==> config.mk <==
export PLATFORM = sky130hd
export DESIGN_NAME = tx_irq_moderator
export DESIGN_NICKNAME = d
export VERILOG_FILES = /design/src/rtl/txim_pkg.sv /design/src/rtl/txim_cfg_reg.sv /design/src/rtl/txim_burst_ctr.sv /design/src/rtl/txim_step_prescaler.sv /design/src/rtl/txim_defer_timer.sv /design/src/rtl/tx_irq_moderator.sv
export SDC_FILE = /design/constraint.sdc
export NUM_CORES = 1
export LEC_CHECK = 0
export BUFFER_PORTS_ARGS = -buffer_cell sky130_fd_sc_hd__buf_2
export CORE_ASPECT_RATIO = 1.25
export CORE_MARGIN = 10
export CORE_UTILIZATION = 50
export CTS_CLUSTER_SIZE = 25
export DETAILED_ROUTE_END_ITERATION = 8
export GPL_TIMING_DRIVEN = 0
export HOLD_SLACK_MARGIN = 0.03
export PLACE_DENSITY = 0.76
export SYNTH_ARGS = -nofsm -noshare
export SYNTH_HDL_FRONTEND = slang
export SYNTH_SLANG_ARGS = --single-unit
==> constraint.sdc <==
create_clock -name clk -period 1.7 [get_ports clk]
set_input_delay 0.425 -clock clk [delete_from_list [all_inputs] [get_ports clk]]
set_output_delay 0.425 -clock clk [all_outputs]
set_load 0.005 [all_outputs]
==> src/rtl/txim_pkg.sv <==
// Shared layout and types for the transmit interrupt moderator.
// Assumes a 32-bit register write port.
package txim_pkg;
    localparam int REG_W     = 32;
    localparam int BURST_W   = 5;
    localparam int BURST_LSB = 16;
    localparam int TMO_W     = 12;
    localparam int TMO_LSB   = 0;

    typedef struct packed {
        logic [BURST_W-1:0] burst;
        logic [TMO_W-1:0]   tmo;
    } txim_cfg_t;
endpackage

==> src/rtl/txim_cfg_reg.sv <==
// Moderation register: captures the burst limit and the timeout on a write
// and ignores the reserved bits. Assumes the writes are single-cycle strobes.
module txim_cfg_reg
    import txim_pkg::*;
(
    input  logic             clk,
    input  logic             rst_n,
    input  logic             we,
    input  logic [REG_W-1:0] wdata,
    output txim_cfg_t        cfg
);
    // Store the two fields on a write; clear them on reset.
    always_ff @(posedge clk) begin
        if (!rst_n) begin
            cfg <= '0;
        end else if (we) begin
            cfg.burst <= wdata[BURST_LSB +: BURST_W];
            cfg.tmo   <= wdata[TMO_LSB +: TMO_W];
        end
    end
endmodule

==> src/rtl/txim_burst_ctr.sv <==
// Counts consecutive successful completions and pulses when the limit is
// reached. A limit of zero is taken as one. Assumes tx_ok is valid with done.
module txim_burst_ctr
    import txim_pkg::*;
(
    input  logic               clk,
    input  logic               rst_n,
    input  logic               done,
    input  logic               ok,
    input  logic [BURST_W-1:0] limit,
    output logic               irq
);
    logic [BURST_W-1:0] cnt;
    logic [BURST_W:0]   next_cnt;
    logic [BURST_W:0]   eff_limit;

    // Effective limit and the incremented count, one bit wider to avoid wrap.
    always_comb begin
        eff_limit = (limit == '0) ? (BURST_W+1)'(1) : {1'b0, limit};
        next_cnt  = {1'b0, cnt} + (BURST_W+1)'(1);
    end

    // Advance, clear or fire on each completion.
    always_ff @(posedge clk) begin
        if (!rst_n) begin
            cnt <= '0;
            irq <= 1'b0;
        end else begin
            irq <= 1'b0;
            if (done) begin
                if (!ok) begin
                    cnt <= '0;
                end else if (next_cnt >= eff_limit) begin
                    cnt <= '0;
                    irq <= 1'b1;
                end else begin
                    cnt <= next_cnt[BURST_W-1:0];
                end
            end
        end
    end
endmodule

==> src/rtl/txim_step_prescaler.sv <==
// Divides reference ticks into countdown steps whose length depends on the
// line speed. Assumes STEP_FAST and STEP_SLOW are at least 1.
module txim_step_prescaler #(
    parameter int STEP_FAST = 4,
    parameter int STEP_SLOW = 40
) (
    input  logic clk,
    input  logic rst_n,
    input  logic clear,
    input  logic run,
    input  logic ref_tick,
    input  logic speed_100,
    output logic step
);
    localparam int STEP_MAX = (STEP_SLOW > STEP_FAST) ? STEP_SLOW : STEP_FAST;
    localparam int PW       = (STEP_MAX > 1) ? $clog2(STEP_MAX) : 1;

    logic [PW-1:0] pre;
    logic [PW-1:0] lim;

    // Pick the terminal count for the current speed and flag the step.
    always_comb begin
        lim  = speed_100 ? PW'(STEP_FAST - 1) : PW'(STEP_SLOW - 1);
        step = run && ref_tick && (pre >= lim);
    end

    // Count reference ticks while running; restart on clear or at a step.
    always_ff @(posedge clk) begin
        if (!rst_n || clear) begin
            pre <= '0;
        end else if (run && ref_tick) begin
            pre <= (pre >= lim) ? '0 : pre + PW'(1);
        end
    end
endmodule

==> src/rtl/txim_defer_timer.sv <==
// Idle countdown for the deferred interrupt. It is reloaded by a completion
// and cancelled by a transmit start, and it pulses when it reaches zero.
// Assumes step is only high while the timer runs.
module txim_defer_timer
    import txim_pkg::*;
(
    input  logic             clk,
    input  logic             rst_n,
    input  logic             load,
    input  logic             cancel,
    input  logic [TMO_W-1:0] tmo,
    input  logic             step,
    output logic             armed,
    output logic             irq
);
    logic [TMO_W-1:0] cnt;

    // Cancel beats reload; each step decrements, and the last step fires.
    always_ff @(posedge clk) begin
        if (!rst_n) begin
            cnt   <= '0;
            armed <= 1'b0;
            irq   <= 1'b0;
        end else begin
            irq <= 1'b0;
            if (cancel) begin
                armed <= 1'b0;
            end else if (load) begin
                cnt   <= tmo;
                armed <= (tmo != '0);
            end else if (armed && step) begin
                if (cnt == TMO_W'(1)) begin
                    cnt   <= '0;
                    armed <= 1'b0;
                    irq   <= 1'b1;
                end else begin
                    cnt <= cnt - TMO_W'(1);
                end
            end
        end
    end
endmodule

==> src/rtl/tx_irq_moderator.sv <==
// Top of the transmit interrupt moderator. Combines the register, the burst
// counter, the step prescaler and the idle countdown. Assumes all inputs are
// synchronous to clk and that tx_start, tx_done and ref_tick are pulses.
module tx_irq_moderator
    import txim_pkg::*;
#(
    parameter int STEP_FAST = 4,
    parameter int STEP_SLOW = 40
) (
    input  logic             clk,
    input  logic             rst_n,
    input  logic             cfg_we,
    input  logic [REG_W-1:0] cfg_wdata,
    input  logic             defer_en,
    input  logic             speed_100,
    input  logic             ref_tick,
    input  logic             tx_start,
    input  logic             tx_done,
    input  logic             tx_ok,
    output logic             irq_done,
    output logic             irq_defer
);
    txim_cfg_t cfg;
    logic      timer_armed;
    logic      step;
    logic      pre_run;
    logic      pre_clear;

    // Prescaler runs only while the countdown is armed and enabled.
    always_comb begin
        pre_run   = timer_armed && defer_en;
        pre_clear = tx_done || tx_start;
    end

    txim_cfg_reg u_cfg (
        .clk   (clk),
        .rst_n (rst_n),
        .we    (cfg_we),
        .wdata (cfg_wdata),
        .cfg   (cfg)
    );

    txim_burst_ctr u_burst (
        .clk   (clk),
        .rst_n (rst_n),
        .done  (tx_done),
        .ok    (tx_ok),
        .limit (cfg.burst),
        .irq   (irq_done)
    );

    txim_step_prescaler #(
        .STEP_FAST (STEP_FAST),
        .STEP_SLOW (STEP_SLOW)
    ) u_pre (
        .clk       (clk),
        .rst_n     (rst_n),
        .clear     (pre_clear),
        .run       (pre_run),
        .ref_tick  (ref_tick),
        .speed_100 (speed_100),
        .step      (step)
    );

    txim_defer_timer u_timer (
        .clk    (clk),
        .rst_n  (rst_n),
        .load   (tx_done),
        .cancel (tx_start),
        .tmo    (cfg.tmo),
        .step   (step),
        .armed  (timer_armed),
        .irq    (irq_defer)
    );
endmodule

==> flow_summary_export.csv, run 1 <==
group,metric,value,unit
cts,cts-buffers-inserted,5,
synth,synth_area,0.00234,mm^2
synth,synth_seq_cells,43,
floorplanning,dieArea,0.00784,mm^2
critical_path,worstReg2RegStart,"u_burst.cnt[0]",
floorplanning,ios,43,
cts,cts_tree,"yes",
synth,ys.flop_type,"dfxtp_1",
routing,drc_errors,0,
cts,clockBufferDepth,2,
place,hpwlAfterDp,4.31,mm
finish,final_nets,375,
sta,clock.fmax,497,MHz
sta,slew_viol_final,0,
critical_path,critical_path_peak_fanout,5,
floorplanning,fp.dieH,96.5,um
cts,clock_latency,300,ps
sta,relSlewSlack,62.6,%
critical_path,setup.worst_path.class,"flip-flop to flip-flop",
synth,ys_types,54,
routing,avgViaCountPerCell,6.10,
sta,period_needed,2010,ps
flow_run,maxCapViolCount,0,
synth,synth-edff-count,0,
power_and_ir_drop,p_leak,1.27,nW
power_and_ir_drop,peakVddDrop,0.000550,V
place,dp.cells,352,
finish,area_growth,34.6,%
sta,setup_slack,-312,ps
cts,root_buffer,"clkbuf_8",
critical_path,rr_worst_depth,8,
finish,final_cell_area,0.00315,mm^2
critical_path,start_kind,"flip-flop",
cts,clkTransAtPathRegs,90,ps
critical_path,worstPathRequired,1890,ps
critical_path,r2r_end,"u_burst.cnt[3]",
critical_path,regToRegSetupSlack,-310,ps
sta,fin_skew,8.22,ps
synth,synth_seq_area_share,36.8,%
routing,avgRoutedWirePerCell,18.5,um
global_routing,grt_pass1_vias,2277,
finish,utilization,70.7,%
worst_hold_path,hp-start,"tx_start",
floorplanning,rows,27,
routing,vias,2331,
routing,drt-total-wl,7.06,mm
finish,final_cell_mix,"dfxtp_1, buf_2, nand2_1",
global_routing,grt_overflow,0,
floorplanning,start_util,52.5,%
critical_path,slowest_delay,380,ps
global_routing,grt_usage,16.8,%
sta,finalHoldViolations,0,
sta,fin_crit_sh,118,%
global_routing,grt_pass1_wl,10.7,mm
synth,async_reset_ff_share,0,%
finish,n_fill_cell,347,
routing,first_pass_iters,5,
synth,yosysWarnings,0,
global_routing,grt_max_degree,14,
power_and_ir_drop,p_total,2.54,mW
cts,cts.htree.levels,2,
global_routing,antenna_found_initial,0,
status,failed_checks,"setup timing",
place,port_buffers,25,
critical_path,slowest_stage,"dfxtp_4",
synth,syn_inst,269,
synth,synth.avg_cell_area,8.71,um^2
finish,drive_gt1_share,37.3,%
place,place_congestion,0.871,
worst_hold_path,min_to,"u_timer.irq",
sta,worst_pin_slew,561,ps
status,status,"complete, but fails checks",
routing,antenna_left,0,
place,dpl_cell_area,0.00259,mm^2
critical_path,crit_path_cell_trace,"ha_4 -> xor2_1 -> ha_1 -> o211ai_1 -> a21o_1 -> a21oi_1 -> a2bb2oi_1 -> nor2b_1",
synth,yosysTopAreaCellShare,36.8,%
synth,ys_top_cells_by_area,"dfxtp_1, mux2i_1, ha_1, nor2b_1, nand2_1",
critical_path,cp.arrival,2200,ps
floorplanning,die_w,81.2,um
floorplanning,core,0.00446,mm^2
power_and_ir_drop,powerDensity,805,mW/mm^2
finish,fin_cells,382,
synth,synth_top_area_cell,"dfxtp_1",
sta,setup_viol,17,
synth,syn-num-nets,321,
finish,final_common_cell,"dfxtp_1",
finish,diodes,0,
critical_path,endpoint_kind,"flip-flop",
sta,rsz0062_at_grt,"yes",
cts,clkSinkCount,43,
worst_hold_path,hold_path_depth,2,
routing,drt_iter0_drc,251,
worst_hold_path,hp-class,"input port to flip-flop",
worst max-delay path by stage:
stage	from	end	depth (start not counted)	slack (ps)
5_1_grt	u_burst.cnt[0]	u_burst.cnt[0]	8	-400
2_1_floorplan	u_burst.cnt[0]	u_burst.cnt[2]	9	-80
6_report	u_burst.cnt[0]	u_burst.cnt[3]	8	-310
4_1_cts	u_burst.cnt[0]	u_burst.cnt[2]	9	-210
3_3_place_gp	speed_100	u_timer.cnt[4]	8	-300
3_5_place_dp	speed_100	u_timer.cnt[3]	8	-340
through the flow:
stage | setup TNS [ps] | hold slack (ps) | setup WS (ps)
floorplan | -129 | 454 | -77.5
global placement | -5010 | 472 | -301
detailed placement | -5750 | 473 | -344
CTS | -1910 | 375 | -211
global route | -4050 | 381 | -396
finish | -2520 | 382 | -312
synthesized netlist by cell type, types with 3 or more instances:
master    instances
ha_1             11
xor2_1            4
nand2_1          24
a211oi_1          5
o31ai_1           4
a21boi_0          3
nor2_1           22
a22oi_1           3
clkbuf_1          6
nor4_1            5
buf_2             4
a21oi_1           9
nor2b_1          21
nor3_1           11
inv_1            11
o21ai_0           9
mux2i_1          17
nand3_1          11
dfxtp_1          43
xnor2_1           4
kinds of logic (layout without fill, tap and decap cells):
family | Yosys count | count (layout) | share of synthesized area, %
AOI/OAI and AO/OA | 58 | 58 | 18.4
xor gates and xnor gates | 8 | 8 | 2.99
adders and majority gates | 11 | 11 | 5.88
buffers and inverters | 22 | 77 | 3.74
DFF | 43 | 43 | 36.8
muxes | 17 | 17 | 7.26
and+or+nand+nor | 110 | 110 | 25.0
repair_timing:
action | CTS | global route
resized for setup | 34 | 35
pin swaps | 24 | 17
hold buffers | 0 | 0
setup endpoints to repair | 20 | 22
buffers inserted | 10 | 12
metal layers:
metal | track usage [%] | vias up | share of wire, %
li1 | - | 1086 | -
met5 | 0 | - | 0
met1 | 19.0 | 1085 | 40
met4 | 7.51 | 0 | 4.3
met3 | 3.97 | 40 | 6.4
met2 | 29.4 | 120 | 49
flip-flops by register name (all words and copies together), names as in the netlist:
register,cells
u_burst.cnt,5
u_cfg.cfg,17
u_pre.pre,6
u_timer.irq,1
u_timer.armed,1
u_burst.irq,1
u_timer.cnt,12
final cells by class:
cell class,count,area [um^2],area share (%)
repair buffers,47,302,9.57
inverters,11,41.3,1.31
flip-flops and latches,43,882,28.0
plain buffers,11,52.6,1.67
clock buffers,6,82.6,2.62
clock inverters,2,35.0,1.11
well taps,58,72.6,2.30
multi-input cells,204,1680,53.4
worst max-delay path: cells and delay by family (launching register included):
family                   cells  cell delay (ps)
AND/OR/NAND/NOR              1               70
adder cells (fa/ha/maj)      2              460
AO/OA/AOI/OAI                4              830
flip-flops                   1              380
XOR/XNOR                     1              160
report_power, final:
group          switching [mW]  leakage, nW  total [mW]  internal [mW]
registers              0.0574        0.357        1.11           1.05
logic                   0.327        0.849       0.589          0.262
clock network           0.364       0.0612       0.839          0.476
total                   0.748         1.27        2.54           1.79
No activity file was read; power rests on OpenSTA's default activity.
==> run 2, diff against run 1 <==
Settings changed: CORE_ASPECT_RATIO 1.25 to 1.2.
==> run 2 against run 1 <==
  * The flow still finishes with violations (setup timing)
  * Die area about the same
  * Register-to-register slack improved by 50 ps
  * Sequential share of layout area decreased by 0.55 points
  * Sequential cell count unchanged
  * Core utilization is 0.10 points higher
  * Setup slack gained 50 ps
  * Clock-buffer cell count grew 1
==> flow_summary_export.csv, run 2 (same netlist as run 1, synthesis figures left out) <==
group,metric,value,unit
place,dpl_cell_area,0.00259,mm^2
global_routing,grt_usage,15.8,%
finish,top_register,"u_cfg.cfg",
flow_run,maxCapViolCount,0,
global_routing,grt_pass1_vias,2136,
finish,utilization,70.8,%
critical_path,worstPathRequired,1920,ps
routing,drt_iter0_drc,201,
finish,area_growth,37.8,%
finish,final_common_cell,"dfxtp_1",
sta,setup_slack,-263,ps
floorplanning,rows,27,
routing,antenna_left,0,
worst_hold_path,hp-class,"input port to flip-flop",
routing,avgRoutedWirePerCell,17.1,um
sta,rsz0062_at_grt,"yes",
finish,reg_top3,"u_cfg.cfg x17, u_timer.cnt x12, u_pre.pre x6",
finish,final_cell_area,0.00323,mm^2
routing,avgViaCountPerCell,5.98,
floorplanning,start_util,51.4,%
floorplanning,fp.dieH,95.0,um
global_routing,grt_max_degree,13,
critical_path,rr_worst_depth,9,
sta,clock.fmax,510,MHz
critical_path,crit_path_cell_trace,"ha_4 -> nand3_4 -> xnor2_4 -> ha_4 -> nor2_4 -> a211oi_4 -> o41ai_2 -> nand2_1 -> a21boi_1",
status,failed_checks,"setup timing",
sta,relSlewSlack,63.4,%
finish,diodes,0,
routing,drt-total-wl,6.59,mm
critical_path,start_kind,"flip-flop",
worst_hold_path,hold_path_depth,3,
finish,final_cell_mix,"dfxtp_1, buf_2, nand2_1",
global_routing,grt_pass1_wl,9.92,mm
routing,vias,2309,
cts,ctsHoldBuffers,0,
power_and_ir_drop,powerDensity,719,mW/mm^2
sta,fin_skew,4.12,ps
floorplanning,dieArea,0.00783,mm^2
sta,slew_viol_final,0,
global_routing,antenna_found_initial,0,
cts,clockBufferDepth,2,
critical_path,critical_path_peak_fanout,5,
cts,clkTransAtPathRegs,80,ps
critical_path,crit_top_cell,"ha_4",
sta,fin_crit_sh,115,%
critical_path,cp.arrival,2190,ps
power_and_ir_drop,peakVddDrop,0.000572,V
cts,cts-buffers-inserted,5,
finish,final_nets,379,
cts,cts_tree,"yes",
global_routing,grt_overflow,0,
sta,setup_viol,15,
critical_path,slowest_stage,"dfxtp_4",
power_and_ir_drop,p_leak,1.29,nW
finish,drive_gt1_share,37.5,%
finish,largest_reg_flops,17,
place,place_congestion,0.879,
cts,clock_latency,300,ps
critical_path,slowest_delay,390,ps
floorplanning,die_w,82.5,um
place,hpwlAfterDp,4.23,mm
cts,root_buffer,"clkbuf_8",
sta,finalHoldViolations,0,
floorplanning,ios,43,
routing,first_pass_iters,4,
status,status,"complete, but fails checks",
routing,drc_errors,0,
floorplanning,core,0.00456,mm^2
place,port_buffers,25,
critical_path,setup.worst_path.class,"flip-flop to flip-flop",
sta,period_needed,1960,ps
cts,cts.htree.levels,2,
sta,worst_pin_slew,549,ps
cts,clkSinkCount,43,
critical_path,endpoint_kind,"flip-flop",
run 2: cell types whose count changed in the layout (fill, tap and decap cells not counted), moves of 2 or more:
cell      delta
o31ai_2      -2
clkbuf_1     +2
ha_4         +3
ha_2         -2
a211oi_2     -2
buf_4        +3
nor2_1       -2
a21oi_2      -2
nor2_4       +2
dfxtp_4      +2
dfxtp_2      -3
o31ai_1      +2
run 2: cell type report:
cell class / instances / area [um^2]
multi-input cells: 204 / 1760
fillers: 349 / 1330
flip-flops and latches: 43 / 886
repair buffers: 51 / 335
clock buffers: 7 / 76.3
well taps: 58 / 72.6
plain buffers: 11 / 53.8
inverters: 11 / 41.3
clock inverters: 1 / 5.00
run 2: through the flow:
| step | TNS, ps | setup WS [ps] | hold WS, ps | power, mW | instances |
|---|---|---|---|---|---|
| global placement | -5020 | -295 | 468 | 1.54 | 352 |
| global route | -2780 | -394 | 383 | 2.43 | 386 |
| finish | -1580 | -263 | 384 | 2.32 | 386 |
| detailed placement | -6030 | -343 | 476 | 1.54 | 352 |
| CTS | -1460 | -181 | 381 | 2.22 | 372 |
| floorplan | -129 | -77.5 | 454 | 1.43 | 269 |
run 2: where the power goes:
| group | total, mW | internal (mW) | leakage [nW] | switching, mW |
|---|---|---|---|---|
| Combinational | 0.599 | 0.274 | 0.887 | 0.325 |
| Sequential | 1.10 | 1.05 | 0.357 | 0.0543 |
| Clock | 0.621 | 0.288 | 0.0422 | 0.333 |
| Total | 2.32 | 1.61 | 1.29 | 0.711 |
run 2: per-layer routing:
layer  track usage [%]  vias up  routed length [um]
met1              19.5     1103                2700
met3              3.14       27                 375
met2              25.4       87                3300
met4              7.67        0                 221
met5                 0        -                   0
li1                  -     1092                   -
run 2: critical path: cells and delay by family, from the launching register on:
family          cells  cell delay (ps)
fa+ha+maj           2              410
xor+xnor            1              210
simple gates        3              340
flops               1              390
compound gates      3              530
run 2: path summary, 6_finish.rpt:
check	start	to	slack, ps
worst max-delay path	u_burst.cnt[0]	u_burst.cnt[2]	-260
worst min register to register	u_pre.pre[1]	u_pre.pre[1]	520
worst min-delay path	cfg_wdata[18]	u_cfg.cfg[14]	380
worst max register to register	u_burst.cnt[0]	u_burst.cnt[2]	-260
run 2: what timing repair did:
action | CTS | global route
pin swaps | 28 | 29
resized for setup | 36 | 44
setup buffers | 12 | 14
endpoints found under the setup margin | 20 | 26
